`src/rtl/cfgdec_pkg.sv`:
```
package cfgdec_pkg;
    localparam int DATA_W = 32;
    localparam int BE_W   = DATA_W / 8;

    typedef enum logic [1:0] {ACC_ADDR, ACC_CFG, ACC_IO} acc_kind_e;

    typedef enum logic [1:0] {ST_IDLE, ST_CFG_WAIT, ST_IO_WAIT, ST_DONE} ctl_state_e;

    typedef struct packed {
        logic       en;
        logic [7:0] bus;
        logic [4:0] dev;
        logic [2:0] fn;
        logic [5:0] idx;
    } cfg_addr_t;
endpackage

```
`src/rtl/cfgdec_decode.sv`:
```
module cfgdec_decode
    import cfgdec_pkg::*;
#(
    parameter int               IO_AW     = 14,
    parameter logic [IO_AW-1:0] ADDR_PORT = 14'h33E,
    parameter logic [IO_AW-1:0] DATA_PORT = 14'h33F
) (
    input  logic [IO_AW-1:0] addr,
    input  logic [BE_W-1:0]  be,
    input  logic             cfg_en,
    output acc_kind_e        kind
);
    localparam logic [BE_W-1:0] FULL_BE = '1;

    always_comb begin
        if (addr == ADDR_PORT && be == FULL_BE)
            kind = ACC_ADDR;
        else if (addr == DATA_PORT && cfg_en)
            kind = ACC_CFG;
        else
            kind = ACC_IO;
    end
endmodule

```
`src/rtl/cfgdec_addr_reg.sv`:
```
module cfgdec_addr_reg
    import cfgdec_pkg::*;
(
    input  logic              clk,
    input  logic              rst_n,
    input  logic              wr,
    input  logic              wr_en_bit,
    input  logic [23:2]       wr_fields,
    output cfg_addr_t         q,
    output logic [DATA_W-1:0] view
);
    always_ff @(posedge clk or negedge rst_n) begin
        if (!rst_n)
            q <= '0;
        else if (wr)
            q <= '{en: wr_en_bit, bus: wr_fields[23:16], dev: wr_fields[15:11],
                   fn: wr_fields[10:8], idx: wr_fields[7:2]};
    end

    assign view = {q.en, 7'b0, q.bus, q.dev, q.fn, q.idx, 2'b00};

    p_hold_unless_written_r3: assert property (@(posedge clk) disable iff (!rst_n)
        !wr |=> $stable(q));
endmodule

```
`src/rtl/cfgdec_ctrl.sv`:
```
module cfgdec_ctrl
    import cfgdec_pkg::*;
(
    input  logic              clk,
    input  logic              rst_n,
    input  logic              hst_req,
    input  logic              hst_we,
    input  acc_kind_e         kind,
    input  logic [DATA_W-1:0] addr_view,
    input  logic              cfg_rsp_valid,
    input  logic              cfg_rsp_hit,
    input  logic [DATA_W-1:0] cfg_rsp_data,
    input  logic              pio_done,
    input  logic [DATA_W-1:0] pio_rdata,
    output logic              addr_wr,
    output logic              hst_done,
    output logic [DATA_W-1:0] hst_rdata,
    output logic              cfg_req,
    output logic              pio_req
);
    ctl_state_e        st_q, st_d;
    logic [DATA_W-1:0] rd_q;
    logic              accept;

    assign accept = (st_q == ST_IDLE) && hst_req;

    always_ff @(posedge clk or negedge rst_n) begin
        if (!rst_n) st_q <= ST_IDLE;
        else        st_q <= st_d;
    end

    always_comb begin
        st_d    = st_q;
        addr_wr = 1'b0;
        unique case (st_q)
            ST_IDLE: begin
                if (hst_req) begin
                    unique case (kind)
                        ACC_ADDR: begin
                            st_d    = ST_DONE;
                            addr_wr = hst_we;
                        end
                        ACC_CFG: st_d = ST_CFG_WAIT;
                        default: st_d = ST_IO_WAIT;
                    endcase
                end
            end
            ST_CFG_WAIT: if (cfg_rsp_valid) st_d = ST_DONE;
            ST_IO_WAIT:  if (pio_done)      st_d = ST_DONE;
            default:     st_d = ST_IDLE;
        endcase
    end

    always_comb begin
        hst_done = (st_q == ST_DONE);
        cfg_req  = (st_q == ST_CFG_WAIT);
        pio_req  = (st_q == ST_IO_WAIT);
    end

    always_ff @(posedge clk or negedge rst_n) begin
        if (!rst_n)
            rd_q <= '0;
        else if (accept && kind == ACC_ADDR)
            rd_q <= addr_view;
        else if (st_q == ST_CFG_WAIT && cfg_rsp_valid)
            rd_q <= cfg_rsp_hit ? cfg_rsp_data : '1;
        else if (st_q == ST_IO_WAIT && pio_done)
            rd_q <= pio_rdata;
    end

    assign hst_rdata = rd_q;

    p_addr_fast_r10: assert property (@(posedge clk) disable iff (!rst_n)
        accept && kind == ACC_ADDR |=> hst_done && !cfg_req && !pio_req);

    p_stall_r7: assert property (@(posedge clk) disable iff (!rst_n)
        cfg_req && !cfg_rsp_valid |=> cfg_req && !hst_done);

    p_miss_ones_r8: assert property (@(posedge clk) disable iff (!rst_n)
        cfg_req && cfg_rsp_valid && !cfg_rsp_hit |=> hst_done && hst_rdata == '1);

    p_done_pulse_r11: assert property (@(posedge clk) disable iff (!rst_n)
        hst_done |=> !hst_done);
endmodule

```
`src/rtl/cfgdec_top.sv`:
```
module cfgdec_top
    import cfgdec_pkg::*;
#(
    parameter int               IO_AW     = 14,
    parameter logic [IO_AW-1:0] ADDR_PORT = 14'h33E,
    parameter logic [IO_AW-1:0] DATA_PORT = 14'h33F
) (
    input  logic              clk,
    input  logic              rst_n,
    input  logic              hst_req,
    input  logic              hst_we,
    input  logic [IO_AW-1:0]  hst_addr,
    input  logic [3:0]        hst_be,
    input  logic [31:0]       hst_wdata,
    output logic              hst_done,
    output logic [31:0]       hst_rdata,
    output logic              cfg_req,
    output logic              cfg_we,
    output logic [7:0]        cfg_bus,
    output logic [4:0]        cfg_dev,
    output logic [2:0]        cfg_fn,
    output logic [5:0]        cfg_idx,
    output logic [3:0]        cfg_be,
    output logic [31:0]       cfg_wdata,
    input  logic              cfg_rsp_valid,
    input  logic              cfg_rsp_hit,
    input  logic [31:0]       cfg_rsp_data,
    output logic              pio_req,
    output logic              pio_we,
    output logic [IO_AW-1:0]  pio_addr,
    output logic [3:0]        pio_be,
    output logic [31:0]       pio_wdata,
    input  logic              pio_done,
    input  logic [31:0]       pio_rdata
);
    cfg_addr_t         ca_q;
    logic [DATA_W-1:0] ca_view;
    acc_kind_e         kind;
    logic              addr_wr;

    cfgdec_decode #(.IO_AW(IO_AW), .ADDR_PORT(ADDR_PORT), .DATA_PORT(DATA_PORT)) u_decode (
        .addr   (hst_addr),
        .be     (hst_be),
        .cfg_en (ca_q.en),
        .kind   (kind)
    );

    cfgdec_addr_reg u_addr (
        .clk       (clk),
        .rst_n     (rst_n),
        .wr        (addr_wr),
        .wr_en_bit (hst_wdata[31]),
        .wr_fields (hst_wdata[23:2]),
        .q         (ca_q),
        .view      (ca_view)
    );

    cfgdec_ctrl u_ctrl (
        .clk           (clk),
        .rst_n         (rst_n),
        .hst_req       (hst_req),
        .hst_we        (hst_we),
        .kind          (kind),
        .addr_view     (ca_view),
        .cfg_rsp_valid (cfg_rsp_valid),
        .cfg_rsp_hit   (cfg_rsp_hit),
        .cfg_rsp_data  (cfg_rsp_data),
        .pio_done      (pio_done),
        .pio_rdata     (pio_rdata),
        .addr_wr       (addr_wr),
        .hst_done      (hst_done),
        .hst_rdata     (hst_rdata),
        .cfg_req       (cfg_req),
        .pio_req       (pio_req)
    );

    assign cfg_we    = hst_we;
    assign cfg_bus   = ca_q.bus;
    assign cfg_dev   = ca_q.dev;
    assign cfg_fn    = ca_q.fn;
    assign cfg_idx   = ca_q.idx;
    assign cfg_be    = hst_be;
    assign cfg_wdata = hst_wdata;

    assign pio_we    = hst_we;
    assign pio_addr  = hst_addr;
    assign pio_be    = hst_be;
    assign pio_wdata = hst_wdata;

    p_only_enabled_r6: assert property (@(posedge clk) disable iff (!rst_n)
        $rose(cfg_req) |-> $past(ca_q.en));

    p_target_stable_r4: assert property (@(posedge clk) disable iff (!rst_n)
        cfg_req && !cfg_rsp_valid |=> $stable({cfg_bus, cfg_dev, cfg_fn, cfg_idx}));

    p_one_channel_r11: assert property (@(posedge clk) disable iff (!rst_n)
        !(cfg_req && pio_req));
endmodule

```
`config.mk`:
```
export PLATFORM = sky130hd
export DESIGN_NAME = cfgdec_top
export DESIGN_NICKNAME = d
export VERILOG_FILES = /design/src/rtl/cfgdec_pkg.sv /design/src/rtl/cfgdec_decode.sv /design/src/rtl/cfgdec_addr_reg.sv /design/src/rtl/cfgdec_ctrl.sv /design/src/rtl/cfgdec_top.sv
export SDC_FILE = /design/constraint.sdc
export NUM_CORES = 1
export LEC_CHECK = 0
export BUFFER_PORTS_ARGS = -buffer_cell sky130_fd_sc_hd__buf_2
export CAP_MARGIN = 10
export CORE_AREA = 2 2 104 106
export CTS_BUF_LIST = sky130_fd_sc_hd__clkbuf_16
export DETAILED_ROUTE_END_ITERATION = 8
export DIE_AREA = 0 0 106 108
export PLACE_DENSITY = 0.87
export SYNTH_ARGS = -nofsm -noshare
export SYNTH_HDL_FRONTEND = slang
export SYNTH_SLANG_ARGS = --single-unit
export TNS_END_PERCENT = 30
```
`constraint.sdc`:
```
create_clock -name clk -period 1.86 [get_ports clk]
set_input_delay 0.186 -clock clk [delete_from_list [all_inputs] [get_ports clk]]
set_output_delay 0.186 -clock clk [all_outputs]
set_load 0.05 [all_outputs]
```
# Word-level counts from Yosys, hierarchy flattened
# Cells that the tools add are included.
[op_classes]
n_addsub = 0
multipliers = 0
n_div = 0
order_cmp = 0
n_eq_ne = 10
n_shift = 0
muxes = 14
bitwise_logic = 0
n_reduce_logical = 10
[op_table]
columns = ["operator", "n"]
rows = [
  ["$mux W32", 4],
  ["$eq A14 B10 Y1 const B", 2],
  ["$mux W2", 5],
  ["$logic_and A1 B1 Y1", 6],
  ["$pmux W2 S3", 1],
  ["$eq A2 B1 Y1 const B", 2],
  ["$eq A2 B2 Y1 const B", 2],
  ["$eq A4 B4 Y1 const B", 1],
  ["$logic_not A2 Y1", 2],
  ["$ne A2 B1 Y1 const B", 2],
  ["$pmux W2 S2", 1],
  ["$mux W1", 3],
  ["$reduce_and A3 Y1", 1],
  ["$reduce_bool A3 Y1", 1],
  ["$ne A2 B2 Y1 const B", 1],
]
[totals]
register_bits = 57
latch_bits = 0
mem_bits_rw = 0
rom_bits = 0
inputBits = 121
out_inout_bits = 145
word_cells = 41
memories = 0

# Logic depth before layout (Yosys ltp)
# Gate-level depths: netlist of run 1.
[logic_depth]
depth_word = 8
depth_mapped = 8
depth_no_buf = 6

# Cells and area by module
# Synthesis of run 1 repeated with hierarchy kept, for this count alone.
[unflattened]
cells_unflattened = 422
hier_area_um2 = 3892.5
[by_module_without_submodules]
columns = ["module", "n_inst", "cells_each", "area_per_inst_um2", "seq_area_each_um2"]
rows = [
  ["cfgdec_ctrl", 1, 243, 2063.2, 850.8],
  ["cfgdec_addr_reg", 1, 81, 1101.1, 575.6],
  ["cfgdec_top", 1, 88, 660.6, 0.0],
  ["cfgdec_decode", 1, 10, 67.6, 0.0],
]

# Worst setup path before layout of run 1
# Ideal clock, no wire load.
[synth_path]
path_kind = "register -> register"
start = "register u_ctrl.st_q[1]"
end = "register u_ctrl.rd_q[17] (netlist: u_ctrl.hst_rdata[17])"
setup_ns = 0.067
arrival_time_ns = 2.038
required_time_ns = 1.793
setup_slack_ns = -0.245
path_stages_with_launch = 9
n_path_buf = 2
synth_period_minus_slack_ns = 2.105
cell_sequence = "dfrtp_1 inv_1 ha_1 and2_1 clkbuf_1 clkbuf_1 nor2_1 o31ai_1 mux2_2"
[synth_via]
elab_chain_len = 4
word_cells_on_any_way = 10
cone_classes = "eq/ne: 2; mux: 2; reduce/logical: 6"
[synth_lines]
columns = ["item", "line_no", "source"]
rows = [
  ["from (decl)", "cfgdec_ctrl.sv:21", "ctl_state_e st_q, st_d;"],
  ["from (signal assigned)", "cfgdec_ctrl.sv:29", "else st_q <= st_d;"],
  ["$eq A2 B1 Y1 *", "n/a", ""],
  ["named net cfg_req", "cfgdec_top.sv:17", "output logic cfg_req,"],
  ["$logic_and A1 B1 Y1 *", "cfgdec_ctrl.sv:65", "else if (st_q == ST_CFG_WAIT && cfg_rsp_valid)"],
  ["$mux W32", "cfgdec_ctrl.sv:65", ""],
  ["$mux W32", "cfgdec_ctrl.sv:63", "else if (accept && kind == ACC_ADDR)"],
  ["to (signal assigned)", "cfgdec_ctrl.sv:64", "rd_q <= addr_view;"],
  ["to (signal assigned)", "cfgdec_ctrl.sv:66", "rd_q <= cfg_rsp_hit ? cfg_rsp_data : '1;"],
  ["to (signal assigned)", "cfgdec_ctrl.sv:68", "rd_q <= pio_rdata;"],
  ["to (decl)", "cfgdec_ctrl.sv:22", "logic [DATA_W-1:0] rd_q;"],
]
# Mark *: on every way through the listed nets, which the timed path passes. The rest lies on a longest branch.
# A chain may end at the register's enable or synchronous reset.

# Final worst setup path of run 1
[layout_path]
start = "register u_ctrl.st_q[1]"
end = "register u_ctrl.rd_q[7] (netlist: u_ctrl.hst_rdata[7])"
[layout_via]
elab_chain_len = 4
word_cells_on_any_way = 10
cone_classes = "eq/ne: 2; mux: 2; reduce/logical: 6"
[layout_lines]
columns = ["item", "line_no"]
rows = [
  ["$eq A2 B1 Y1 / $logic_not A2 Y1 (equally long branches)", "cfgdec_ctrl.sv:65, cfgdec_ctrl.sv:25"],
  ["$logic_and A1 B1 Y1, on equally long branches", "cfgdec_ctrl.sv:65, cfgdec_ctrl.sv:25"],
  ["$mux W32 / $logic_and A1 B1 Y1 (equally long branches)", "cfgdec_ctrl.sv:65, cfgdec_ctrl.sv:63"],
  ["$mux W32 / $reduce_bool A3 Y1 (equally long branches)", "n/a"],
]
# Parallel ways exist; a longest one is shown, timed or not.

==> flow_summary.ini, run 1 <==
[finish]
final_cell_mix = 238 x buf_2, 57 x dfrtp_1, 34 x nor2_1
area_growth_pct = 28.08
num_antenna_cells = 0
drive_above_1_share_pct = 59.02
fin_nets = 669
layout_commonest_cell = buf_2

[power_and_ir_drop]
irDropWorstVdd_v = 0.0006705
power_mw = 7.065
cellPowerDensity_nw_per_um2 = 1430
leakage_nw = 2.622

[floorplan]
initial_utilization_pct = 37.72
io_pins = 266
core_um2 = 10230
die_area_um2 = 11450
chipHeight_um = 108
fp-row-count = 37
die_w_um = 106

[yosys]
yosys_warnings = 0
synth-seq-cells = 57
synth.distinct_cells = 31
yosys-top-cells-area = dfrtp_1 37%, buf_4 17%, mux2_4 7.8%
syn_nets = 515
seq_area_frac_synth_pct = 36.96
synth_area_leader_cell = dfrtp_1
syn_area_per_cell_um2 = 9.894
synth_top_area_share_pct = 36.96
syn_area_um2 = 3859
syn_inst = 390

[sta]
drv_slew = 0
worst_slew_pin_slew_ps = 573.1
setup_viol = 0
skew_ps = 6.712
post-route-period-util_pct = 95.32
hold_viol = 0
grt_setup_unrepaired = yes
finalSetupTns_ps = 0
fin_crit_ps = 1773
timing.hold.ws_ps = 119.8
clock.fmax_ghz = 0.5640
slew_headroom_pct = 61.79

[routing]
wl_per_cell_um = 15.31
dr.pass1.iters = 4
totalWireLength_um = 10490
remaining_drc_errors = 0
drtIter0Drc = 187
routed-via-count = 3319
routed_via_density = 4.845
ant_nets = 0

[setup_path]
ff2ff_path_depth = 6
critPathLaunchType = flip-flop
path_cells = buf_4 -> ha_2 -> a22oi_2 -> clkbuf_16 -> o31ai_1 -> mux2_2
rr_endpoint = u_ctrl.hst_rdata[7]
crit_arrival_ps = 1970
r2r_slack_ps = 90
end_kind = flip-flop
critPathMaxStageDelay_ps = 380
cp_slowest_cell = dfrtp_1
path_max_fanout = 64
worstSetupPathType = flip-flop to flip-flop
r2r-start = u_ctrl.st_q[1]
cp.required_ps = 2060

[clock_network]
clk_latency_ps = 320
clk_path_buf_depth = 2
h-tree-depth = 3
post_cts_buffers = 0
cts_tree = done
path_clk_slew_ps = 50
cts-root-buf = clkbuf_16
cts_made_buffers = 9
cts_sinks = 57

[placed_design]
portBuffers = 238
gp_congestion = 0.8291
dp_hpwl_um = 8060

[flow_run]
maxCapViolations = 0

[min_path]
hold_end = u_addr.q[20]
min_from = hst_wdata[22]
worst_hold_path_type = input pin to flip-flop
min_delay_path_depth = 2

[global_route]
groute.usage.overall_pct = 17.87
gr-total-overflow = 0
grt_pass1_wl_um = 15840
first_global_vias = 3122
grt_antenna_before_repair = 0
grt_max_degree = 65

[status]
outcome = finished clean
-- critical path: cells and delay by family, from the launching register on --
family	cells	cell delay, ps
compound gates	2	320
flops	1	380
fa+ha+maj	1	180
mux	1	270
buf+inv	2	460
-- layer usage --
layer | vias to the layer above | GRT usage (%) | part of all wire, %
met5 | - | 0 | 0
met1 | 1582 | 20.22 | 39
li1 | 1565 | - | -
met2 | 151 | 33.13 | 52
met3 | 21 | 3.677 | 6.6
met4 | 0 | 6.767 | 2.0
-- what timing repair did --
action | in CTS | in global routing
setup endpoints to repair | 0 | 7
hold buffers | 1 | 0
gates resized for setup | 0 | 4
hold endpoints to repair | 22 | 0
-- synth_stat cells --
cell       count
nor3b_1       24
nand4b_1       1
nand2_2        1
buf_12         2
inv_1         14
buf_4         88
a311oi_1       9
dfrtp_1       57
nand4bb_4      1
clkbuf_1      16
nor4_4         1
mux2_2        26
and4_1         2
nand2_1       29
o21ai_0        3
a31oi_1        1
buf_6          1
mux2_4        20
or2_2          1
o31ai_1       23
nor4bb_1       2
a22oi_2        1
and3_1         1
a21oi_1       19
nand4_1        1
nor2_1        34
ha_1           4
buf_2          4
and2_1         2
o221ai_1       1
nand2b_1       1
-- how the worst max path moves through the flow --
stage	to	start	cells past startpoint	slack, ps
finish	u_ctrl.hst_rdata[7]	u_ctrl.st_q[1]	6	90
global route	u_ctrl.hst_rdata[7]	u_ctrl.st_q[1]	6	-3
CTS	u_addr.q[5]	u_ctrl.st_q[1]	6	60
detailed placement	u_addr.q[5]	hst_addr[13]	6	40
global placement	u_addr.q[5]	hst_addr[13]	6	70
floorplan	u_ctrl.hst_rdata[10]	u_ctrl.st_q[0]	6	8
-- kinds of logic after synthesis --
family                     synth area share (%)
buffers and inverters                     21.89
and+or+nand+nor                           14.40
AOI/OAI and AO/OA                         10.08
DFF                                       36.97
muxes                                     15.37
adders and majority gates                 1.297
-- metrics by stage --
| stage | setup slack [ps] | instance area [um2] | utilization (%) | instances |
|---|---|---|---|---|
| after detailed placement | 38.31 | 4657 | 45.52 | 668 |
| after global routing | -2.942 | 4942 | 48.31 | 685 |
| after global placement | 73.93 | 4657 | 45.52 | 668 |
| final | 86.97 | 4942 | 48.31 | 685 |
| after floorplan | 8.467 | 3876 | - | 390 |
| after CTS | 62.31 | 4931 | 48.20 | 685 |
-- cell type report --
type                            count  area (um2)
Tap cell                          136       170.2
Clock buffer                        9       225.2
Multi-Input combinational cell    208        1610
Clock inverter                      7       38.79
Timing Repair Buffer              254        1419
Sequential cell                    57        1426
Inverter                           14       52.55
Fill cell                         973        5289
-- sequential cells by signal, summed over array words and instances (netlist names) --
signal,cells
u_addr.q,23
u_ctrl.hst_rdata,32
u_ctrl.st_q,2
-- power breakdown --
group	leakage (nW)	switching, mW	internal (mW)	total (mW)
Clock	0.132	0.553	0.883	1.44
Sequential	0.740	0.180	1.61	1.79
Combinational	1.75	2.68	1.16	3.84
(Power assumes the default switching activity.)
==> inputs of run 2 (changes only) <==
RECOVER_POWER = 100   (was unset)
==> run 2 against run 1 <==
Compared with the run above:
- clock skew about the same
- sequential share of layout area increased by 1.4 points
- register-to-register slack about the same
- wire length increased by 0.53%
- power decreased by 1.5%
- first-iteration DRC count decreased by 2.1%
- count of clock-buffer cells in the layout unchanged
- critical path type unchanged
- final cell count unchanged
- global-route usage unchanged
- die area unchanged
- combinational power decreased by 3%
- worst hold slack got worse by 5.8 ps
==> flow_summary.ini, run 2 (synthesis results as in run 1) <==
[sta]
clock.fmax_ghz = 0.5629
setup_viol = 0
slew_headroom_pct = 9.009
hold_viol = 0
finalSetupTns_ps = 0
fin_crit_ps = 1777
skew_ps = 6.712
grt_setup_unrepaired = yes
drv_slew = 0
timing.hold.ws_ps = 114.1
post-route-period-util_pct = 95.51
worst_slew_pin_slew_ps = 1365

[min_path]
hold_end = u_addr.q[14]
worst_hold_path_type = input pin to flip-flop
min_delay_path_depth = 2
min_from = hst_wdata[16]

[power_and_ir_drop]
leakage_nw = 2.223
cellPowerDensity_nw_per_um2 = 1476
irDropWorstVdd_v = 0.0006532

[floorplan]
core_um2 = 10230
initial_utilization_pct = 37.72
io_pins = 266
die_w_um = 106
fp-row-count = 37
die_area_um2 = 11450
chipHeight_um = 108

[routing]
routed_via_density = 4.791
drtIter0Drc = 183
ant_nets = 0
dr.pass1.iters = 4
routed-via-count = 3282
wl_per_cell_um = 15.39
totalWireLength_um = 10540
remaining_drc_errors = 0

[finish]
final_area_um2 = 4712
largest_reg_flops = 32
area_growth_pct = 22.11
num_antenna_cells = 0
drive_above_1_share_pct = 33.52
final_cell_mix = 126 x clkbuf_1, 111 x buf_2, 57 x dfrtp_1
fin_nets = 669
layout_commonest_cell = clkbuf_1
fin_util_pct = 46.06

[placed_design]
post_dp_cell_area_um2 = 4657
portBuffers = 238
dp_hpwl_um = 8060
gp_congestion = 0.8291

[setup_path]
r2r-start = u_ctrl.st_q[1]
ff2ff_path_depth = 6
end_kind = flip-flop
r2r_slack_ps = 80
rr_endpoint = u_ctrl.hst_rdata[7]
path_max_fanout = 64
critPathLaunchType = flip-flop
cp.required_ps = 2060
crit_arrival_ps = 1980
worstSetupPathType = flip-flop to flip-flop

[global_route]
first_global_vias = 3122
grt_antenna_before_repair = 0
grt_pass1_wl_um = 15840
gr-total-overflow = 0
grt_max_degree = 65
groute.usage.overall_pct = 17.87

[clock_network]
path_clk_slew_ps = 50
clk_path_buf_depth = 2
cts_tree = done
cts_sinks = 57
cts-root-buf = clkbuf_16
cts_made_buffers = 9
h-tree-depth = 3
post_cts_buffers = 0
clk_latency_ps = 320

[status]
outcome = finished clean

[flow_run]
maxCapViolations = 0
## run 2: worst max-delay path, stage by stage (launching register included)
cell,delay [ps]
dfrtp_1,380
buf_4,150
ha_2,180
a22oi_2,210
clkbuf_16,320
o31ai_1,120
mux2_2,280
## run 2: metal layers
layer,track usage [%],routed length [um]
met1,20.22,4085
met2,33.13,5534
met3,3.677,722
met4,6.767,201
met5,0,0
## run 2: final cells by class
type	count	area, um2
clock buffer	9	225.2
clock inverter	7	38.79
fill	1067	5519
inverter	14	52.55
multi-input combinational	208	1558
sequential	57	1426
tap	136	170.2
timing repair buffer	254	1241
## run 2: repair_timing
item                                    4_1_cts  5_1_grt
resized for setup                             0        4
hold buffers                                  1        0
endpoints found under the setup margin        0        7
hold endpoints to repair                     22        0
## run 2: power by group
group	switching, mW	leakage (nW)	internal (mW)
Sequential	0.189	0.740	1.61
Clock	0.557	0.132	0.883
Combinational	2.69	1.35	1.03
## run 2: how the worst max path moves through the flow
| stage | cells after the start | slack (ps) | to | from |
|---|---|---|---|---|
| 2_1_floorplan | 6 | 8 | u_ctrl.hst_rdata[10] | u_ctrl.st_q[0] |
| 3_3_place_gp | 6 | 70 | u_addr.q[5] | hst_addr[13] |
| 3_5_place_dp | 6 | 40 | u_addr.q[5] | hst_addr[13] |
| 4_1_cts | 6 | 60 | u_addr.q[5] | u_ctrl.st_q[1] |
| 5_1_grt | 6 | -3 | u_ctrl.hst_rdata[7] | u_ctrl.st_q[1] |
| 6_report | 6 | 80 | u_ctrl.hst_rdata[7] | u_ctrl.st_q[1] |
## run 2: per-stage QoR
stage	std cells	power, mW	setup slack (ps)
2_1_floorplan	390	4.865	8.467
3_3_place_gp	668	5.588	73.93
3_5_place_dp	668	5.648	38.31
4_1_cts	685	7.132	62.31
5_1_grt	685	7.395	-2.940
6_report	685	6.957	83.50
